$ cat src/rtl/segxl_pkg.sv
package segxl_pkg;
   typedef enum logic [1:0] {
      TGT_UNIF = 2'd0,
      TGT_INSN = 2'd1,
      TGT_DATA = 2'd2
   } tgt_e;

   localparam logic [7:0] WIN_UNIF  = 8'h00;
   localparam logic [7:0] WIN_INSN  = 8'h01;
   localparam logic [7:0] WIN_DATA  = 8'h02;
   localparam logic [7:0] WIN_LDATA = 8'h10;
   localparam logic [7:0] WIN_LINSN = 8'h11;

   localparam int IO_BIT = 15;
   localparam int DSEG_W = 10;
   localparam int ISEG_W = 7;
   localparam logic [31:0] IO_BASE = 32'h0000_C000;

   typedef struct packed {
      logic        err;
      tgt_e        tgt;
      logic [31:0] addr;
      logic [31:0] len;
   } xres_t;

   function automatic logic [31:0] clamp_len(input logic [31:0] len, input logic [31:0] room);
      return (len > room) ? room : len;
   endfunction

   function automatic xres_t fault();
      xres_t r;
      r = '0;
      r.err = 1'b1;
      return r;
   endfunction
endpackage

$ cat src/rtl/segxl_map_bank.sv
module segxl_map_bank #(
   parameter int          N       = 4,
   parameter int          IDX_W   = 2,
   parameter logic [15:0] RST_VAL = 16'h2000,
   parameter int          RST_CNT = 3
) (
   input  logic                clk,
   input  logic                rst_n,
   input  logic                we,
   input  logic [IDX_W-1:0]    widx,
   input  logic [15:0]         wdata,
   output logic [N-1:0][15:0]  maps
);
   for (genvar gi = 0; gi < N; gi++) begin : g_reg
      localparam logic [15:0] INIT = (gi < RST_CNT) ? RST_VAL : 16'h0000;
      logic [15:0] q;
      always_ff @(posedge clk or negedge rst_n) begin
         if (!rst_n)
            q <= INIT;
         else if (we && widx == IDX_W'(gi))
            q <= wdata;
      end
      assign maps[gi] = q;
   end
endmodule

$ cat src/rtl/segxl_dmap_xlat.sv
module segxl_dmap_xlat
   import segxl_pkg::*;
#(
   parameter logic [31:0] DBLK  = 32'h4000,
   parameter int          NDMAP = 4
) (
   input  logic [23:0]             off,
   input  logic [31:0]             len,
   input  logic [NDMAP-1:0][15:0]  maps,
   output xres_t                   res
);
   localparam int          DOFF_W = $clog2(DBLK);
   localparam int          DIDX_W = $clog2(NDMAP);
   localparam logic [31:0] DSPAN  = DBLK * NDMAP;

   logic [31:0]       offv, boff, seg, room;
   logic [DIDX_W-1:0] idx;
   logic [15:0]       m;
   logic [1:0]        nsel;
   logic [3:0]        nib;

   always_comb begin
      offv = {8'h00, off};
      idx  = offv[DOFF_W +: DIDX_W];
      boff = offv & (DBLK - 32'd1);
      room = DBLK - boff;
      m    = maps[idx];
      seg  = 32'(m[DSEG_W-1:0]);
      nsel = boff[13:12];
      nib  = 4'(m >> {~nsel, 2'b00});
      res  = '0;
      if (offv >= DSPAN) begin
         res = fault();
      end else if (m[IO_BIT]) begin
         res.tgt  = TGT_DATA;
         res.addr = {12'h0, nib, 16'h0} + IO_BASE + boff;
         res.len  = clamp_len(len, room);
      end else begin
         res.len = clamp_len(len, room);
         case (m[13:12])
            2'b00: begin
               res.tgt  = TGT_UNIF;
               res.addr = (seg << DOFF_W) + boff;
            end
            2'b01: begin
               res.tgt  = TGT_INSN;
               res.addr = (seg << DOFF_W) + boff;
            end
            2'b10: begin
               res.tgt  = TGT_DATA;
               res.addr = (seg << 16) + (32'(idx) << DOFF_W) + boff;
            end
            default: res = fault();
         endcase
      end
   end
endmodule

$ cat src/rtl/segxl_imap_xlat.sv
module segxl_imap_xlat
   import segxl_pkg::*;
#(
   parameter logic [31:0] IBLK      = 32'h20000,
   parameter int          NIMAP     = 2,
   parameter logic [31:0] TEST_SPAN = 32'h800,
   parameter bit          TEST_EN   = 1'b1
) (
   input  logic [23:0]             off,
   input  logic [31:0]             len,
   input  logic [NIMAP-1:0][15:0]  maps,
   output xres_t                   res
);
   localparam int          IOFF_W = $clog2(IBLK);
   localparam int          IIDX_W = $clog2(NIMAP);
   localparam logic [31:0] ISPAN  = IBLK * NIMAP;

   logic [31:0]       offv, boff, seg, room;
   logic [IIDX_W-1:0] idx;
   logic [15:0]       m;
   xres_t             test_res;
   logic              unused_map_bits;

   assign unused_map_bits = ^{m[15:14], m[11:ISEG_W]};

   if (TEST_EN) begin : g_test_wrap
      logic [31:0] tb;
      always_comb begin
         tb            = boff & (TEST_SPAN - 32'd1);
         test_res      = '0;
         test_res.tgt  = TGT_INSN;
         test_res.addr = tb;
         test_res.len  = clamp_len(len, TEST_SPAN - tb);
      end
   end else begin : g_test_fault
      assign test_res = fault();
   end

   always_comb begin
      offv = {8'h00, off};
      idx  = offv[IOFF_W +: IIDX_W];
      boff = offv & (IBLK - 32'd1);
      room = IBLK - boff;
      m    = maps[idx];
      seg  = 32'(m[ISEG_W-1:0]);
      res  = '0;
      if (offv >= ISPAN) begin
         res = fault();
      end else begin
         case (m[13:12])
            2'b00: begin
               res.tgt  = TGT_UNIF;
               res.addr = (seg << IOFF_W) + boff;
               res.len  = clamp_len(len, room);
            end
            2'b01: begin
               res.tgt  = TGT_INSN;
               res.addr = (32'(idx) << IOFF_W) + boff;
               res.len  = clamp_len(len, room);
            end
            2'b11:   res = test_res;
            default: res = fault();
         endcase
      end
   end
endmodule

$ cat src/rtl/seg_addr_xlat.sv
module seg_addr_xlat
   import segxl_pkg::*;
#(
   parameter logic [31:0] DBLK      = 32'h4000,
   parameter int          NDMAP     = 4,
   parameter logic [31:0] IBLK      = 32'h20000,
   parameter int          NIMAP     = 2,
   parameter logic [31:0] SEG       = 32'h10000,
   parameter logic [31:0] TEST_SPAN = 32'h800,
   parameter bit          TEST_EN   = 1'b1,
   parameter logic [15:0] DRST      = 16'h2000,
   parameter int          DRST_CNT  = 3,
   parameter logic [15:0] IRST      = 16'h1000,
   parameter int          IRST_CNT  = 2,
   parameter int          LEN_W     = 18,
   parameter int          PHYS_W    = 28,
   localparam int         RIDX_W    = ($clog2(NDMAP) > $clog2(NIMAP)) ? $clog2(NDMAP) : $clog2(NIMAP)
) (
   input  logic              clk,
   input  logic              rst_n,
   input  logic              req_valid,
   input  logic [31:0]       req_addr,
   input  logic [LEN_W-1:0]  req_len,
   output logic              rsp_valid,
   output logic              rsp_err,
   output logic [1:0]        rsp_tgt,
   output logic [PHYS_W-1:0] rsp_addr,
   output logic [LEN_W-1:0]  rsp_len,
   input  logic              reg_we,
   input  logic              reg_space,
   input  logic [RIDX_W-1:0] reg_idx,
   input  logic [15:0]       reg_wdata,
   output logic [15:0]       reg_rdata
);
   if ((DBLK & (DBLK - 1)) != 0 || (IBLK & (IBLK - 1)) != 0 || (SEG & (SEG - 1)) != 0)
      begin : g_bad_pow2
         $error("block and segment sizes must be powers of two");
      end
   if (NDMAP < 2 || NIMAP < 2 || (NDMAP & (NDMAP - 1)) != 0 || (NIMAP & (NIMAP - 1)) != 0)
      begin : g_bad_count
         $error("map counts must be powers of two, at least 2");
      end
   if (DBLK * NDMAP > 32'h0100_0000 || IBLK * NIMAP > 32'h0100_0000)
      begin : g_bad_span
         $error("logical window exceeds 24-bit offset");
      end
   if (DBLK < 32'h4000 || TEST_SPAN > IBLK) begin : g_bad_geom
      $error("data block must cover the I/O nibble field; test span within block");
   end

   logic [NDMAP-1:0][15:0] dmaps;
   logic [NIMAP-1:0][15:0] imaps;
   xres_t                  dres, ires, nx;
   logic [7:0]             win;
   logic [31:0]            offv, lenv;

   segxl_map_bank #(.N(NDMAP), .IDX_W(RIDX_W), .RST_VAL(DRST), .RST_CNT(DRST_CNT)) u_dbank (
      .clk(clk), .rst_n(rst_n), .we(reg_we && !reg_space), .widx(reg_idx),
      .wdata(reg_wdata), .maps(dmaps));

   segxl_map_bank #(.N(NIMAP), .IDX_W(RIDX_W), .RST_VAL(IRST), .RST_CNT(IRST_CNT)) u_ibank (
      .clk(clk), .rst_n(rst_n), .we(reg_we && reg_space), .widx(reg_idx),
      .wdata(reg_wdata), .maps(imaps));

   segxl_dmap_xlat #(.DBLK(DBLK), .NDMAP(NDMAP)) u_dx (
      .off(req_addr[23:0]), .len(lenv), .maps(dmaps), .res(dres));

   segxl_imap_xlat #(.IBLK(IBLK), .NIMAP(NIMAP), .TEST_SPAN(TEST_SPAN), .TEST_EN(TEST_EN)) u_ix (
      .off(req_addr[23:0]), .len(lenv), .maps(imaps), .res(ires));

   always_comb begin
      reg_rdata = 16'h0000;
      if (!reg_space) begin
         for (int i = 0; i < NDMAP; i++)
            if (reg_idx == RIDX_W'(i)) reg_rdata = dmaps[i];
      end else begin
         for (int i = 0; i < NIMAP; i++)
            if (reg_idx == RIDX_W'(i)) reg_rdata = imaps[i];
      end
   end

   always_comb begin
      win  = req_addr[31:24];
      offv = {8'h00, req_addr[23:0]};
      lenv = 32'(req_len);
      nx   = '0;
      case (win)
         WIN_UNIF, WIN_INSN, WIN_DATA: begin
            nx.tgt  = tgt_e'(win[1:0]);
            nx.addr = offv;
            nx.len  = clamp_len(lenv, SEG - (offv & (SEG - 32'd1)));
         end
         WIN_LDATA: nx = dres;
         WIN_LINSN: nx = ires;
         default:   nx = fault();
      endcase
   end

   always_ff @(posedge clk or negedge rst_n) begin
      if (!rst_n) begin
         rsp_valid <= 1'b0;
         rsp_err   <= 1'b0;
         rsp_tgt   <= 2'd0;
         rsp_addr  <= '0;
         rsp_len   <= '0;
      end else begin
         rsp_valid <= req_valid;
         if (req_valid) begin
            rsp_err  <= nx.err;
            rsp_tgt  <= nx.tgt;
            rsp_addr <= nx.addr[PHYS_W-1:0];
            rsp_len  <= nx.len[LEN_W-1:0];
         end
      end
   end
endmodule

$ cat config.mk
export PLATFORM = sky130hd
export DESIGN_NAME = seg_addr_xlat
export DESIGN_NICKNAME = d
export VERILOG_FILES = /design/src/rtl/segxl_pkg.sv /design/src/rtl/segxl_map_bank.sv /design/src/rtl/segxl_dmap_xlat.sv /design/src/rtl/segxl_imap_xlat.sv /design/src/rtl/seg_addr_xlat.sv
export SDC_FILE = /design/constraint.sdc
export NUM_CORES = 1
export LEC_CHECK = 0
export BUFFER_PORTS_ARGS = -buffer_cell sky130_fd_sc_hd__buf_4
export CAP_MARGIN = 0
export CORE_MARGIN = 5
export CORE_UTILIZATION = 50
export CTS_BUF_LIST = sky130_fd_sc_hd__clkbuf_4
export CTS_CLUSTER_DIAMETER = 150
export CTS_CLUSTER_SIZE = 12
export DETAILED_ROUTE_END_ITERATION = 8
export GPL_TIMING_DRIVEN = 0
export PLACE_DENSITY = 0.72
export REMOVE_ABC_BUFFERS = 1
export SLEW_MARGIN = 20
export SYNTH_ARGS = -nofsm -noshare
export SYNTH_HDL_FRONTEND = slang
export SYNTH_SLANG_ARGS = --single-unit
$ cat constraint.sdc
create_clock -name clk -period 3.6 [get_ports clk]
set_input_delay 0.36 -clock clk [delete_from_list [all_inputs] [get_ports clk]]
set_output_delay 0.36 -clock clk [all_outputs]
set_load 0.1 [all_outputs]
Word level (Yosys, flattened, before mapping)
Index checks and enable logic that the tools add are counted.
Widths: inputs -> output; s select.
{ "classes": {"n_bitwise": 1, "mux": 26, "n_shift": 1, "magnitude_cmp": 8, "eq_ne": 11, "addsub": 11, "n_reduce_logical": 16} }
{ "op_table": {"columns": ["op", "count"], "rows": [
  ["$pmux 66 s3", 1],
  ["$pmux 65 s3", 1],
  ["$mux 32", 5],
  ["$mux 67", 2],
  ["$gt 18x32->1", 4],
  ["$mux 16", 8],
  ["$pmux 34 s3", 1],
  ["$mux 66", 1],
  ["$add 32x14->32", 2],
  ["$bmux 16 s2", 1],
  ["$mux 14", 2],
  ["$add 26x16->27", 1],
  ["$add 24x14->25", 1],
  ["$add 24x17->25", 1],
  ["$ge 24x17->1 const B", 1],
  ["$ge 24x19->1 const B", 1],
  ["$add 20x16->21 const B", 1],
  ["$add 18x17->19", 1],
  ["$sub 18x17->19 const A", 1],
  ["$sub 17x16->18 const A", 1],
  ["$eq 8x5->1 const B", 2],
  ["$shr 16x4->4", 1],
  ["$sub 15x14->16 const A", 1],
  ["$sub 12x11->13 const A", 1],
  ["14 further kinds", 32]
]} }
{ "totals": {"input_bits": 73, "output_inout_bits": 66, "register_bits": 146, "elab_cells": 85} }

Depth between registers and ports, before layout
{ "depth": {"word_depth": 8, "mapped_depth": 17, "depth_no_buf": 16} }

Modules after synthesis
From an unflattened synthesis, not the netlist that was laid out.
{ "unflattened": {"cells_unflattened": 1198, "hier_area_um2": 11603.6} }
{ "modules_own_cells": {"columns": ["module", "instances", "cells_per_inst", "seq_area_each_um2", "area_per_inst_um2"], "rows": [
  ["seg_addr_xlat", 1, 527, 1251.2, 4435.5],
  ["segxl_map_bank (u_dbank)", 1, 136, 1605.3, 2414.8],
  ["segxl_dmap_xlat", 1, 243, 0.0, 1934.4],
  ["segxl_imap_xlat", 1, 224, 0.0, 1604.0],
  ["segxl_map_bank (u_ibank)", 1, 68, 803.3, 1214.9]
]} }

Worst setup path before layout
Ideal clock, no wire load.
{ "synth_timing": {"path_type": "input-to-reg", "startpoint": "in req_addr[7]", "endpoint": "reg rsp_len[1]", "path_slack_ps": -419, "t_required_ps": 3474, "t_arrival_ps": 3894, "stages": 16, "path_cell_list": "or4_1 > nor3_2 > inv_2 > or2_1 > nor2_1 > xor2_1 > ha_1 > a21oi_1 > o21ai_0 > a2111o_1 > o32ai_2 > nor2b_1 > a211o_4 > o2bb2ai_2 > buf_6 > a221o_1"} }
{ "synth_via": {"elab_chain_len": 7} }
{ "synth_rtl": {"columns": ["item", "line_no", "source"], "rows": [
  ["from (decl)", "seg_addr_xlat.sv:22", "input logic [31:0] req_addr,"],
  ["$sub 15x14->16", "segxl_dmap_xlat.sv:26", "room = DBLK - boff;"],
  ["$gt 18x32->1", "segxl_pkg.sv:27", "return (len > room) ? room : len;"],
  ["$mux 32", "segxl_pkg.sv:27", null],
  ["$mux 32", "segxl_dmap_xlat.sv:40", "case (m[13:12])"],
  ["$mux 66", "segxl_dmap_xlat.sv:34", "end else if (m[IO_BIT]) begin"],
  ["$mux 67", "segxl_dmap_xlat.sv:32", "if (offv >= DSPAN) begin"],
  ["$pmux 66 s3 *", "seg_addr_xlat.sv:87", "case (win)"],
  ["to (signal assigned)", "seg_addr_xlat.sv:112", "rsp_len <= nx.len[LEN_W-1:0];"],
  ["to (decl)", "seg_addr_xlat.sv:28", "output logic [LEN_W-1:0] rsp_len,"]
]} }
Mark *: on every way between the ends. The rest lies on a longest branch, timed or not.
A chain may end at the register's enable or synchronous reset.

Worst setup path after layout
{ "layout_timing": {"startpoint": "in req_addr[9]", "endpoint": "reg rsp_len[2]"} }
Same word-level chain as after synthesis.

==> results.cfg <==
[status]
status = finished, violations left
failed_checks = negative setup slack

[final_layout]
final_cell_area_um2 = 10300
n_antenna_cell = 0
finalNetCount = 954
post-route-util = 0.619
final_cells = 1092
drive_gt1_frac = 0.424
synthToLayoutAreaGrowth_pct = 21.3

[global_routing]
antenna_found_initial = 0
grt_pass1_wl_mm = 38.8
grt_pass1_vias = 7049
grt.total_usage = 0.249
overflow = 0
grt_max_degree = 88

[worst_setup_path]
rr_worst_depth = 9
critPathSlowestCell = or4_4
r2r-end = rsp_len[2]
r2r_slack_ps = 1010
slowest_delay_ps = 560
startpoint_type = input pin
critPathCaptureType = flip-flop
critical_path_arrival_ps = 4100
crit_required_ps = 4070
r2r-start = u_dbank.g_reg[3].q[15]
cp_cell_sequence = buf_8 -> or4_4 -> nor3_4 -> inv_2 -> or2_4 -> nor2_4 -> xor2_2 -> ha_1 -> nand4_1 -> a2111oi_4 -> and4bb_2 -> o21a_1 -> nor3_4 -> buf_12 -> buf_12 -> a21oi_4 -> a221o_1
crit_type = input pin to flip-flop
crit_path_max_fanout = 5

[timing]
fmax_mhz = 276
hold_violations = 0
fin_crit_sh = 1.01
worstMarginPinSlew_ps = 1120
setup_ws_ps = -22.4
skew_ps = 22.5
fin_tns_setup_ps = -22.4
rsz0062_at_grt = true
drv_slew = 0
setup_violations = 1
relSlewSlack = 0.250
period_minus_slack_ps = 3620
whs_ps = 25.7

[synthesis]
synth_top_flop_cell = dfrtp_1
ys_seq_elements = 144
yosys-top-cells-area = dfrtp_1 41%, mux2_2 14%, mux4_2 8.7%
yosysUniqueCellTypes = 77
synth_edf_count = 0
seq_area_frac_synth = 0.425
synthCells = 721
syn_area_per_cell_um2 = 11.8
synth_top_area_frac = 0.409
yosys_warnings = 0
synthArstFlopShare = 1.00
synth_top_area_cell = dfrtp_1
netlist_area_um2 = 8500

[hold_path]
hold_path_class = input pin to flip-flop
whs_path_depth = 2
min-delay-start = req_len[1]
min_to = rsp_len[1]

[die]
start_util = 0.510
die_y_um = 140
core_um2 = 16600
die_w_um = 140
die-area_um2 = 19700
io-pin-count = 139
rows = 47

[clock_tree]
cts.sinks = 144
cts_tree = done
cts-buffers-inserted = 17
clock_tree.root_cell = clkbuf_4
cts_buffer_depth = 2
h-tree-depth = 4
path_clk_slew_ps = 130
clock_latency_ps = 580

[placement]
io_buffers = 136
place_area_um2 = 9700
place_ws_ps = -1520
hpwlAfterDp_mm = 17.2
gp_congestion = 0.991
place_inst = 1042

[run]
drv_cap = 0

[power]
p_leak_nw = 4.57
peakVddDrop_uv = 332
p_per_area_nw_per_um2 = 431
power.total_mw = 4.44

[route]
routed_wl_mm = 24.5
avgViaCountPerCell = 6.21
drc = 0
avgRoutedWirePerCell_um = 22.5
vias = 6784
drtIter0Drc = 491
postRouteAntennaNets = 0
dr.pass1.iters = 5
layout by cell type (no fill, tap or decap), drive strengths merged, types with 4 or more instances in the layout:
| cell type | n |
|---|---|
| buf | 154 |
| dfrtp | 139 |
| mux2 | 105 |
| inv | 41 |
| nand2 | 34 |
| mux4 | 33 |
| nor2 | 30 |
| a21oi | 29 |
| ha | 22 |
| mux2i | 21 |
| nor2b | 20 |
| clkbuf | 20 |
| o21ai | 19 |
| o22ai | 17 |
| a22o | 17 |
| o2bb2ai | 16 |
| a22oi | 10 |
| nor3 | 10 |
| a211o | 9 |
| xor2 | 9 |
| a221o | 8 |
| clkinv | 8 |
| nand3 | 7 |
| xnor2 | 5 |
| a221oi | 5 |
| dlygate4sd3 | 5 |
| dfstp | 5 |
| nor4 | 5 |
| nand2b | 4 |
| and3 | 4 |
| nand4 | 4 |
| or4 | 4 |
state kept, by name (all words and copies together) (netlist names):
| signal | cells |
|---|---|
| rsp_err | 1 |
| rsp_tgt | 2 |
| rsp_len | 18 |
| u_ibank.g.q | 32 |
| rsp_valid | 1 |
| rsp_addr | 26 |
| u_dbank.g.q | 64 |
metal layers:
metal  routed length [um]  vias up  track usage  part of all wire
met5                    0        -            0                 0
met4                  386        0       0.0663             0.016
met3                 1680       44       0.0504             0.068
met2                12400      293        0.422              0.50
met1                10100     3451        0.329              0.41
li1                     -     2996            -                 -
critical path, delay by kind of cell:
family                   cells  cell delay, ps
AND/OR/NAND/NOR              7            1820
XOR/XNOR                     1              90
buffers and inverters        4             430
adder cells (fa/ha/maj)      1             350
AO/OA/AOI/OAI                4            1030
synth_stat cells (all sizes together) (9+ instances only):
master	count
buf	16
dfrtp	139
nand2	34
nor2b	20
a22o	17
mux2i	21
o21ai	19
a22oi	10
o22ai	17
mux4	33
a211o	9
nor3	10
o2bb2ai	15
a21oi	29
inv	40
ha	22
clkbuf	27
mux2	105
nor2	30
xor2	9
power by group:
| part | switching (mW) | leakage (nW) | internal [mW] |
|---|---|---|---|
| Clock | 0.590 | 0.138 | 0.414 |
| Combinational | 0.803 | 2.62 | 0.599 |
| Sequential | 0.172 | 1.81 | 1.87 |
kinds of logic (layout without fill, tap and decap cells):
family / after synthesis / count (layout) / share of synthesized area
adders and majority gates: 22 / 22 / 0.0324
and+or+nand+nor: 142 / 142 / 0.0943
DFF: 144 / 144 / 0.425
AOI/OAI and AO/OA: 155 / 156 / 0.141
muxes: 159 / 159 / 0.251
other: 1 / 2 / 0.000441
xor gates and xnor gates: 14 / 14 / 0.0144
buffers and inverters: 84 / 233 / 0.0415
layout make-up:
cell class,instances,area (um^2)
Timing Repair Buffer,160,1310
Multi-Input combinational cell,495,4690
Clock inverter,13,121
Fill cell,1372,6340
Clock buffer,19,143
Tap cell,220,275
Inverter,41,154
Sequential cell,144,3610
worst max-delay path by stage:
| stage | end | startpoint | cells after the start | slack [ps] |
|---|---|---|---|---|
| finish | rsp_len[2] | req_addr[9] | 17 | -20 |
| global route | rsp_len[2] | req_addr[9] | 18 | -90 |
| CTS | rsp_len[1] | req_addr[9] | 17 | 50 |
| detailed placement | rsp_len[14] | req_addr[7] | 15 | -1520 |
| global placement | rsp_len[14] | req_addr[7] | 15 | -1470 |
| floorplan | rsp_len[14] | req_addr[7] | 14 | -490 |
timing repair:
action | 4_1_cts | 5_1_grt
endpoints found under the hold margin | 60 | 1
hold buffers | 4 | 1
resized for setup | 13 | 14
endpoints found under the setup margin | 16 | 16
cloned | 1 | 1
buffers inserted | 5 | 6
pin swaps | 13 | 13
Note: power is estimated with default switching activity, not from simulation.
